===== config.mk =====
export PLATFORM = sky130hd
export DESIGN_NAME = cdv_bank
export DESIGN_NICKNAME = d
export VERILOG_FILES = /design/src/rtl/cdv_pkg.sv /design/src/rtl/cdv_sync_oneshot.sv /design/src/rtl/cdv_qualifier.sv /design/src/rtl/cdv_channel.sv /design/src/rtl/cdv_bank.sv
export SDC_FILE = /design/constraint.sdc
export NUM_CORES = 1
export LEC_CHECK = 0
export ABC_CLOCK_PERIOD_IN_PS = 4400
export BUFFER_PORTS_ARGS = -buffer_cell sky130_fd_sc_hd__buf_2
export CORE_MARGIN = 2
export CORE_UTILIZATION = 60
export DETAILED_ROUTE_END_ITERATION = 7
export PLACE_DENSITY = 0.78
export SLEW_MARGIN = 20
export SYNTH_ARGS = -nofsm -noshare
export SYNTH_HDL_FRONTEND = slang
export SYNTH_SLANG_ARGS = --single-unit

===== constraint.sdc =====
create_clock -name clk_i -period 4.4 [get_ports clk_i]
set_input_delay 1.1 -clock clk_i [delete_from_list [all_inputs] [get_ports clk_i]]
set_output_delay 1.1 -clock clk_i [all_outputs]
set_load 0.005 [all_outputs]

===== src/rtl/cdv_pkg.sv =====
`timescale 1ns/1ps
package cdv_pkg;
  typedef enum logic {CH_WAIT = 1'b0, CH_RUN = 1'b1} ch_state_e;
  localparam int unsigned CDV_SYNC_STAGES = 2;
endpackage


===== src/rtl/cdv_sync_oneshot.sv =====
`timescale 1ns/1ps
module cdv_sync_oneshot import cdv_pkg::*; #(
  parameter int STAGES = CDV_SYNC_STAGES
) (
  input  logic clk_i,
  input  logic rst_ni,
  input  logic pin_i,
  input  logic inv_i,
  output logic pulse_o
);
  logic [STAGES-1:0] sync_q;
  logic pol, pol_q, armed_q;

  assign pol = sync_q[STAGES-1] ^ inv_i;

  always_ff @(posedge clk_i or negedge rst_ni) begin
    if (!rst_ni) begin
      sync_q  <= '0;
      pol_q   <= 1'b0;
      armed_q <= 1'b0;
    end else begin
      sync_q  <= {sync_q[STAGES-2:0], pin_i};
      pol_q   <= pol;
      armed_q <= 1'b1;
    end
  end

  // any edge of the corrected level, once history is valid
  assign pulse_o = armed_q & (pol ^ pol_q);
endmodule


===== src/rtl/cdv_qualifier.sv =====
`timescale 1ns/1ps
module cdv_qualifier #(
  parameter int NUM_OUT = 4,
  parameter int SEL_W   = 2
) (
  input  logic               clk_i,
  input  logic               rst_ni,
  input  logic               pulse_i,
  input  logic [SEL_W-1:0]   sel_i,
  input  logic [NUM_OUT-1:0] fall_i,
  input  logic [NUM_OUT-1:0] half_i,
  input  logic [NUM_OUT-1:0] odd_i,
  output logic               pend_o,
  output logic               hit_o,
  output logic               hs_err_o
);
  logic pend_q, err_q, sel_ok, qual_fall;

  assign sel_ok    = int'(sel_i) < NUM_OUT;
  assign qual_fall = sel_ok & fall_i[sel_i];
  assign hit_o     = pend_q & qual_fall;

  always_ff @(posedge clk_i or negedge rst_ni) begin
    if (!rst_ni) begin
      pend_q <= 1'b0;
      err_q  <= 1'b0;
    end else begin
      pend_q <= pulse_i | (pend_q & ~hit_o);
      if (hit_o) err_q <= half_i[sel_i] ^ odd_i[sel_i];
    end
  end

  assign pend_o   = pend_q;
  assign hs_err_o = err_q;
endmodule


===== src/rtl/cdv_channel.sv =====
`timescale 1ns/1ps
module cdv_channel import cdv_pkg::*; #(
  parameter int DIV_W   = 4,
  parameter int DLY_W   = 4,
  parameter int FIX_DLY = 2
) (
  input  logic             clk_i,
  input  logic             rst_ni,
  input  logic [DIV_W-1:0] div_i,
  input  logic [DLY_W-1:0] dly_i,
  input  logic             half_i,
  input  logic             nosync_i,
  input  logic             hit_i,
  output logic             clk_o,
  output logic             fall_o,
  output logic             run_o,
  output logic             odd_o
);
  localparam int WAIT_W = $clog2(FIX_DLY + (1 << DLY_W)) + 1;

  ch_state_e         state_q;
  logic [DIV_W-1:0]  cnt_q, hi_cnt;
  logic [WAIT_W-1:0] wait_q;
  logic pass, run, lvl, wrap, stop, neg_q;

  assign pass   = div_i < DIV_W'(2);
  assign hi_cnt = div_i >> 1;
  assign run    = state_q == CH_RUN;
  assign lvl    = run & (cnt_q < hi_cnt);
  assign wrap   = pass | (cnt_q >= div_i - 1'b1);
  assign stop   = hit_i & ~nosync_i;

  always_ff @(posedge clk_i or negedge rst_ni) begin
    if (!rst_ni) begin
      state_q <= CH_WAIT;
      cnt_q   <= '0;
      wait_q  <= '0;
    end else if (stop) begin
      state_q <= CH_WAIT;
      cnt_q   <= '0;
      wait_q  <= WAIT_W'(FIX_DLY) + WAIT_W'(dly_i);
    end else if (!run) begin
      if (wait_q == '0) begin
        state_q <= CH_RUN;
        cnt_q   <= '0;
      end else begin
        wait_q <= wait_q - 1'b1;
      end
    end else begin
      cnt_q <= wrap ? '0 : cnt_q + 1'b1;
    end
  end

  // half-step copy from the falling edge
  always_ff @(negedge clk_i or negedge rst_ni) begin
    if (!rst_ni) neg_q <= 1'b0;
    else         neg_q <= lvl;
  end

  always_comb begin
    if (pass) clk_o = run & (half_i ? ~clk_i : clk_i);
    else      clk_o = half_i ? neg_q : lvl;
  end

  assign fall_o = run & (pass | (cnt_q == hi_cnt - 1'b1));
  assign run_o  = run;
  assign odd_o  = div_i[0] | (div_i == '0);
endmodule


===== src/rtl/cdv_bank.sv =====
`timescale 1ns/1ps
module cdv_bank #(
  parameter int NUM_OUT = 4,
  parameter int DIV_W   = 4,
  parameter int DLY_W   = 4,
  parameter int FIX_DLY = 2,
  localparam int SEL_W  = (NUM_OUT > 1) ? $clog2(NUM_OUT) : 1
) (
  input  logic                     clk_i,
  input  logic                     rst_ni,
  input  logic                     sync_pin_i,
  input  logic                     sync_inv_i,
  input  logic [SEL_W-1:0]         qual_sel_i,
  input  logic [NUM_OUT*DIV_W-1:0] div_i,
  input  logic [NUM_OUT*DLY_W-1:0] dly_i,
  input  logic [NUM_OUT-1:0]       half_i,
  input  logic [NUM_OUT-1:0]       nosync_i,
  output logic [NUM_OUT-1:0]       clk_o,
  output logic                     hs_err_o
);
  logic sync_pulse, sync_pend, sync_hit;
  logic [NUM_OUT-1:0] fall_vec, run_vec, odd_vec;

  cdv_sync_oneshot u_oneshot (
    .clk_i   (clk_i),
    .rst_ni  (rst_ni),
    .pin_i   (sync_pin_i),
    .inv_i   (sync_inv_i),
    .pulse_o (sync_pulse)
  );

  cdv_qualifier #(.NUM_OUT(NUM_OUT), .SEL_W(SEL_W)) u_qual (
    .clk_i    (clk_i),
    .rst_ni   (rst_ni),
    .pulse_i  (sync_pulse),
    .sel_i    (qual_sel_i),
    .fall_i   (fall_vec),
    .half_i   (half_i),
    .odd_i    (odd_vec),
    .pend_o   (sync_pend),
    .hit_o    (sync_hit),
    .hs_err_o (hs_err_o)
  );

  for (genvar i = 0; i < NUM_OUT; i++) begin : g_ch
    cdv_channel #(.DIV_W(DIV_W), .DLY_W(DLY_W), .FIX_DLY(FIX_DLY)) u_ch (
      .clk_i    (clk_i),
      .rst_ni   (rst_ni),
      .div_i    (div_i[i*DIV_W +: DIV_W]),
      .dly_i    (dly_i[i*DLY_W +: DLY_W]),
      .half_i   (half_i[i]),
      .nosync_i (nosync_i[i]),
      .hit_i    (sync_hit),
      .clk_o    (clk_o[i]),
      .fall_o   (fall_vec[i]),
      .run_o    (run_vec[i]),
      .odd_o    (odd_vec[i])
    );
  end
endmodule


==> implementation parameters <==
Parameter                              Value

Run status
  Result of the run ... complete, but fails checks
  Failing checks ... negative setup slack

Global routing
  Overflow after GRT ... 0
  Pin count of the biggest net entering global routing ... 37
  Routing usage on met1 ... 0.282
  Vias in the first global route ... 3,516
  Global-route met3 utilization ... 0.0645
  Aggregate global-route resource usage ... 0.238
  First-pass GRT wire length ... 15,700 µm
  Global routing met2 resource utilization ... 0.415
  Top Usage Layer GRT ... met2
  Number of antenna violations at the first check in global routing ... 0

Synth
  Cell variety after synth ... 49
  Flip-flop and latch count after synthesis ... 54
  Syn_nets ... 538
  Share of cell area taken by muxes after synthesis ... 0.0845
  Dominant combinational cell family by area after synthesis ... simple AND/OR/NAND/NOR gates
  Most frequently used cell type in the post-synthesis netlist ... sky130_fd_sc_hd__ha_1
  Mapped cell area ... 4410 µm²
  Yosys warns ... 0
  Largest cells by area after synthesis ... sky130_fd_sc_hd__dfrtp_1, sky130_fd_sc_hd__ha_1, sky130_fd_sc_hd__xnor2_1, sky130_fd_sc_hd__mux2i_1, sky130_fd_sc_hd__nand2_1
  Sequential share of the synthesized area ... 0.306
  Post-synthesis share of cell area spent on xor and xnor gates ... 0.102
  Synthesized-area fraction occupied by and/or/nand/nor cells ... 0.197
  Gate count after technology mapping ... 432
  Share of synthesized cell area in full adder, half adder and majority cells ... 0.170
  Share of the synthesized area in compound gates (AO/OA/AOI/OAI) ... 0.0987
  Post-synth ARST share ... 1.00
  Post-synth top area share ... 0.284
  Synth cell count leaders ... sky130_fd_sc_hd__ha_1, sky130_fd_sc_hd__dfrtp_1, sky130_fd_sc_hd__nand2_1
  Dominant register cell in the synthesized netlist ... sky130_fd_sc_hd__dfrtp_1
  Number of flops mapped to enable cells by yosys ... 0
  Cell accounting for the most synthesized area ... sky130_fd_sc_hd__dfrtp_1
  Mean instance size in the synthesized netlist ... 10.2 µm²

Drt
  Drt via density ... 5.57
  Via Count ... 3,305
  Routed WL per cell ... 15.0 µm
  First-pass DRT Iterations ... 4
  Number of remaining DRC errors ... 0
  Routed Antenna Nets ... 0
  Violation count after the first detailed-routing iteration ... 196
  Routed WL ... 8900 µm

Floorplanning
  Y dimension of the die ... 89.8 µm
  DIE WIDTH ... 89.8 µm
  Die area ... 8060 µm²
  Total I/O pin count ... 51
  Placement Rows ... 31
  Starting density of the core ... 0.615
  Area inside the core boundary ... 7180 µm²

Critical path
  Slowest stage cell on the critical path ... sky130_fd_sc_hd__dfrtn_1
  RR Endpoint ... g_ch[2].u_ch.neg_q
  Critical path type ... flip-flop to output port
  Buffering stage count on the worst path with inverters included ... 1
  Internal reg-to-reg setup slack ... 0.72 ns
  Cells along the critical path ... mux2i_1 -> o22ai_1 -> buf_2
  Required @ worst endpoint ... 3.30 ns
  Worst r2r path cells ... 4
  Data arrival time of the critical path ... 3.45 ns
  Top cell family by delay on the critical path ... flip-flops
  Critical register-to-register path startpoint ... g_ch[2].u_ch.cnt_q[1]
  Critical path fanouts, max ... 1
  Kind of launch point of the worst setup path ... flip-flop
  Crit-path max cell delay ... 0.40 ns
  Type of destination of the critical path ... output port

Pwr
  Worst supply voltage drop on vdd ... 0.312 mV
  Power density of the placed cells ... 511 nW/µm²
  Leakage ... 2.46 nW

Timing
  Final Slew Violations ... 0
  Slew at the pin with the worst max-slew slack ... 0.925 ns
  Hold slack ... 0.365 ns
  Final-report setup violation count ... 6
  Final Hold Vio Count ... 0
  Slew headroom ... 0.380
  Worst setup skew after layout ... 0.0203 ns
  Final setup slack of the worst path ... -0.148 ns
  RSZ-0062 raised after global routing ... yes

Cells and area
  Final non-filler cell area ... 4940 µm²
  Net count, final ... 598
  Fraction of layout cells with a size suffix above 1 ... 0.184
  Area overhead of the layout relative to synthesis ... 12.1%
  Fin util ... 0.689
  Diodes inserted ... 0

Placed design
  RD Place Congestion ... 0.802
  Worst setup timing slack at the placement stage ... -0.0406 ns
  Count of input and output buffers ... 50
  Cell area after placement ... 4790 µm²
  Estimated wirelength of the detail-placed design ... 7060 µm

Clock tree
  TritonCTS clock tree ... yes
  Clock latency reported for the late side of the worst-skew pair ... 0.43 ns
  Post-CTS clock slew at the launch and capture registers of the worst setup and hold paths ... 0.09 ns
  Hold bufs inserted after CTS ... 0

Worst hold path
  Hold Path Stages ... 0
  Worst hold endpoint ... u_oneshot.sync_q[1]
  Startpoint of the tightest hold check path ... u_oneshot.sync_q[0]
  Worst hold path class ... flip-flop to flip-flop

Flow run
  Number of max-capacitance violations reported ... 0
layer usage:
| metal | share of wire | wire, µm |
|---|---|---|
| met5 | 0 | 0 |
| met4 | 0.011 | 102 |
| met3 | 0.042 | 372 |
| met2 | 0.52 | 4600 |
| met1 | 0.43 | 3830 |
what timing repair did:
action	4_1_cts	5_1_grt
resized for setup	2	0
buffers inserted	0	0
pin swaps	0	0
setup endpoints to repair	6	6
cell type report:
cell class                      count  area [µm²]
Timing Repair Buffer               55         298
Inverter                           32         120
Tap cell                           99         124
Clock buffer                       16         165
Sequential cell                    54        1350
Clock inverter                      1        5.00
Multi-Input combinational cell    336        2880
Fill cell                         558        2230
through the flow:
step                      total power [W]  instances  setup TNS, ns
after global placement            0.00205        580              0
after global routing              0.00276        593         -0.722
final                             0.00253        593         -0.372
after detailed placement          0.00212        580        -0.0406
after floorplan                   0.00185        432              0
after CTS                         0.00255        593         -0.438
cells by family (layout without fill, tap and decap cells):
| group | Yosys count | after routing |
|---|---|---|
| AO/OA/AOI/OAI | 67 | 67 |
| other | 1 | 1 |
| multiplexers | 30 | 30 |
| adder cells (fa/ha/maj) | 60 | 60 |
| AND/OR/NAND/NOR | 133 | 133 |
| buffers and inverters | 42 | 104 |
| XOR/XNOR | 45 | 45 |
| flip-flops | 54 | 54 |
state kept, by name, summed over array words and instances, names as in the netlist:
| register | flops |
|---|---|
| g_ch.u_ch.run_o | 4 |
| g_ch.u_ch.neg_q | 4 |
| g_ch.u_ch.cnt_q | 16 |
| u_oneshot.sync_q | 2 |
| u_oneshot.pol_q | 1 |
| u_qual.hs_err_o | 1 |
| u_oneshot.armed_q | 1 |
| u_qual.pend_o | 1 |
| g_ch.u_ch.wait_q | 24 |
cell usage in the layout, fill, tap and decap left out, drive strengths merged, types with 5 or more instances in the layout:
cell type / netlist / layout
a21oi: 22 / 22
a31oi: 9 / 9
buf: 6 / 59
clkbuf: 4 / 12
dfrtp: 50 / 50
ha: 60 / 60
inv: 32 / 32
mux2: 10 / 10
mux2i: 18 / 18
nand2: 39 / 39
nand3: 16 / 16
nand4b: 5 / 5
nor2: 19 / 19
nor2b: 12 / 12
nor3: 9 / 9
nor4b: 7 / 7
nor4bb: 6 / 6
o211ai: 9 / 9
o21ai: 11 / 11
o221ai: 7 / 7
xnor2: 25 / 25
xor2: 16 / 16
worst max-delay path by stage:
stage / from / to / slack (ns) / cells past startpoint
after floorplan: div_i[14] / g_ch[3].u_ch.neg_q / 0.20 / 5
after global placement: div_i[6] / g_ch[1].u_ch.neg_q / 0.06 / 6
after detailed placement: div_i[10] / g_ch[2].u_ch.neg_q / -0.04 / 6
after CTS: g_ch[2].u_ch.neg_q / clk_o[2] / -0.16 / 3
after global routing: g_ch[2].u_ch.neg_q / clk_o[2] / -0.21 / 3
final: g_ch[2].u_ch.neg_q / clk_o[2] / -0.15 / 3
where the power goes:
group	switching (W)	total (W)	internal, W
clock network	0.000228	0.000477	0.000249
logic	0.000574	0.00113	0.000561
registers	0.000216	0.000917	0.000701
total	0.00102	0.00253	0.00151
Note: power is estimated with default switching activity, not from simulation.
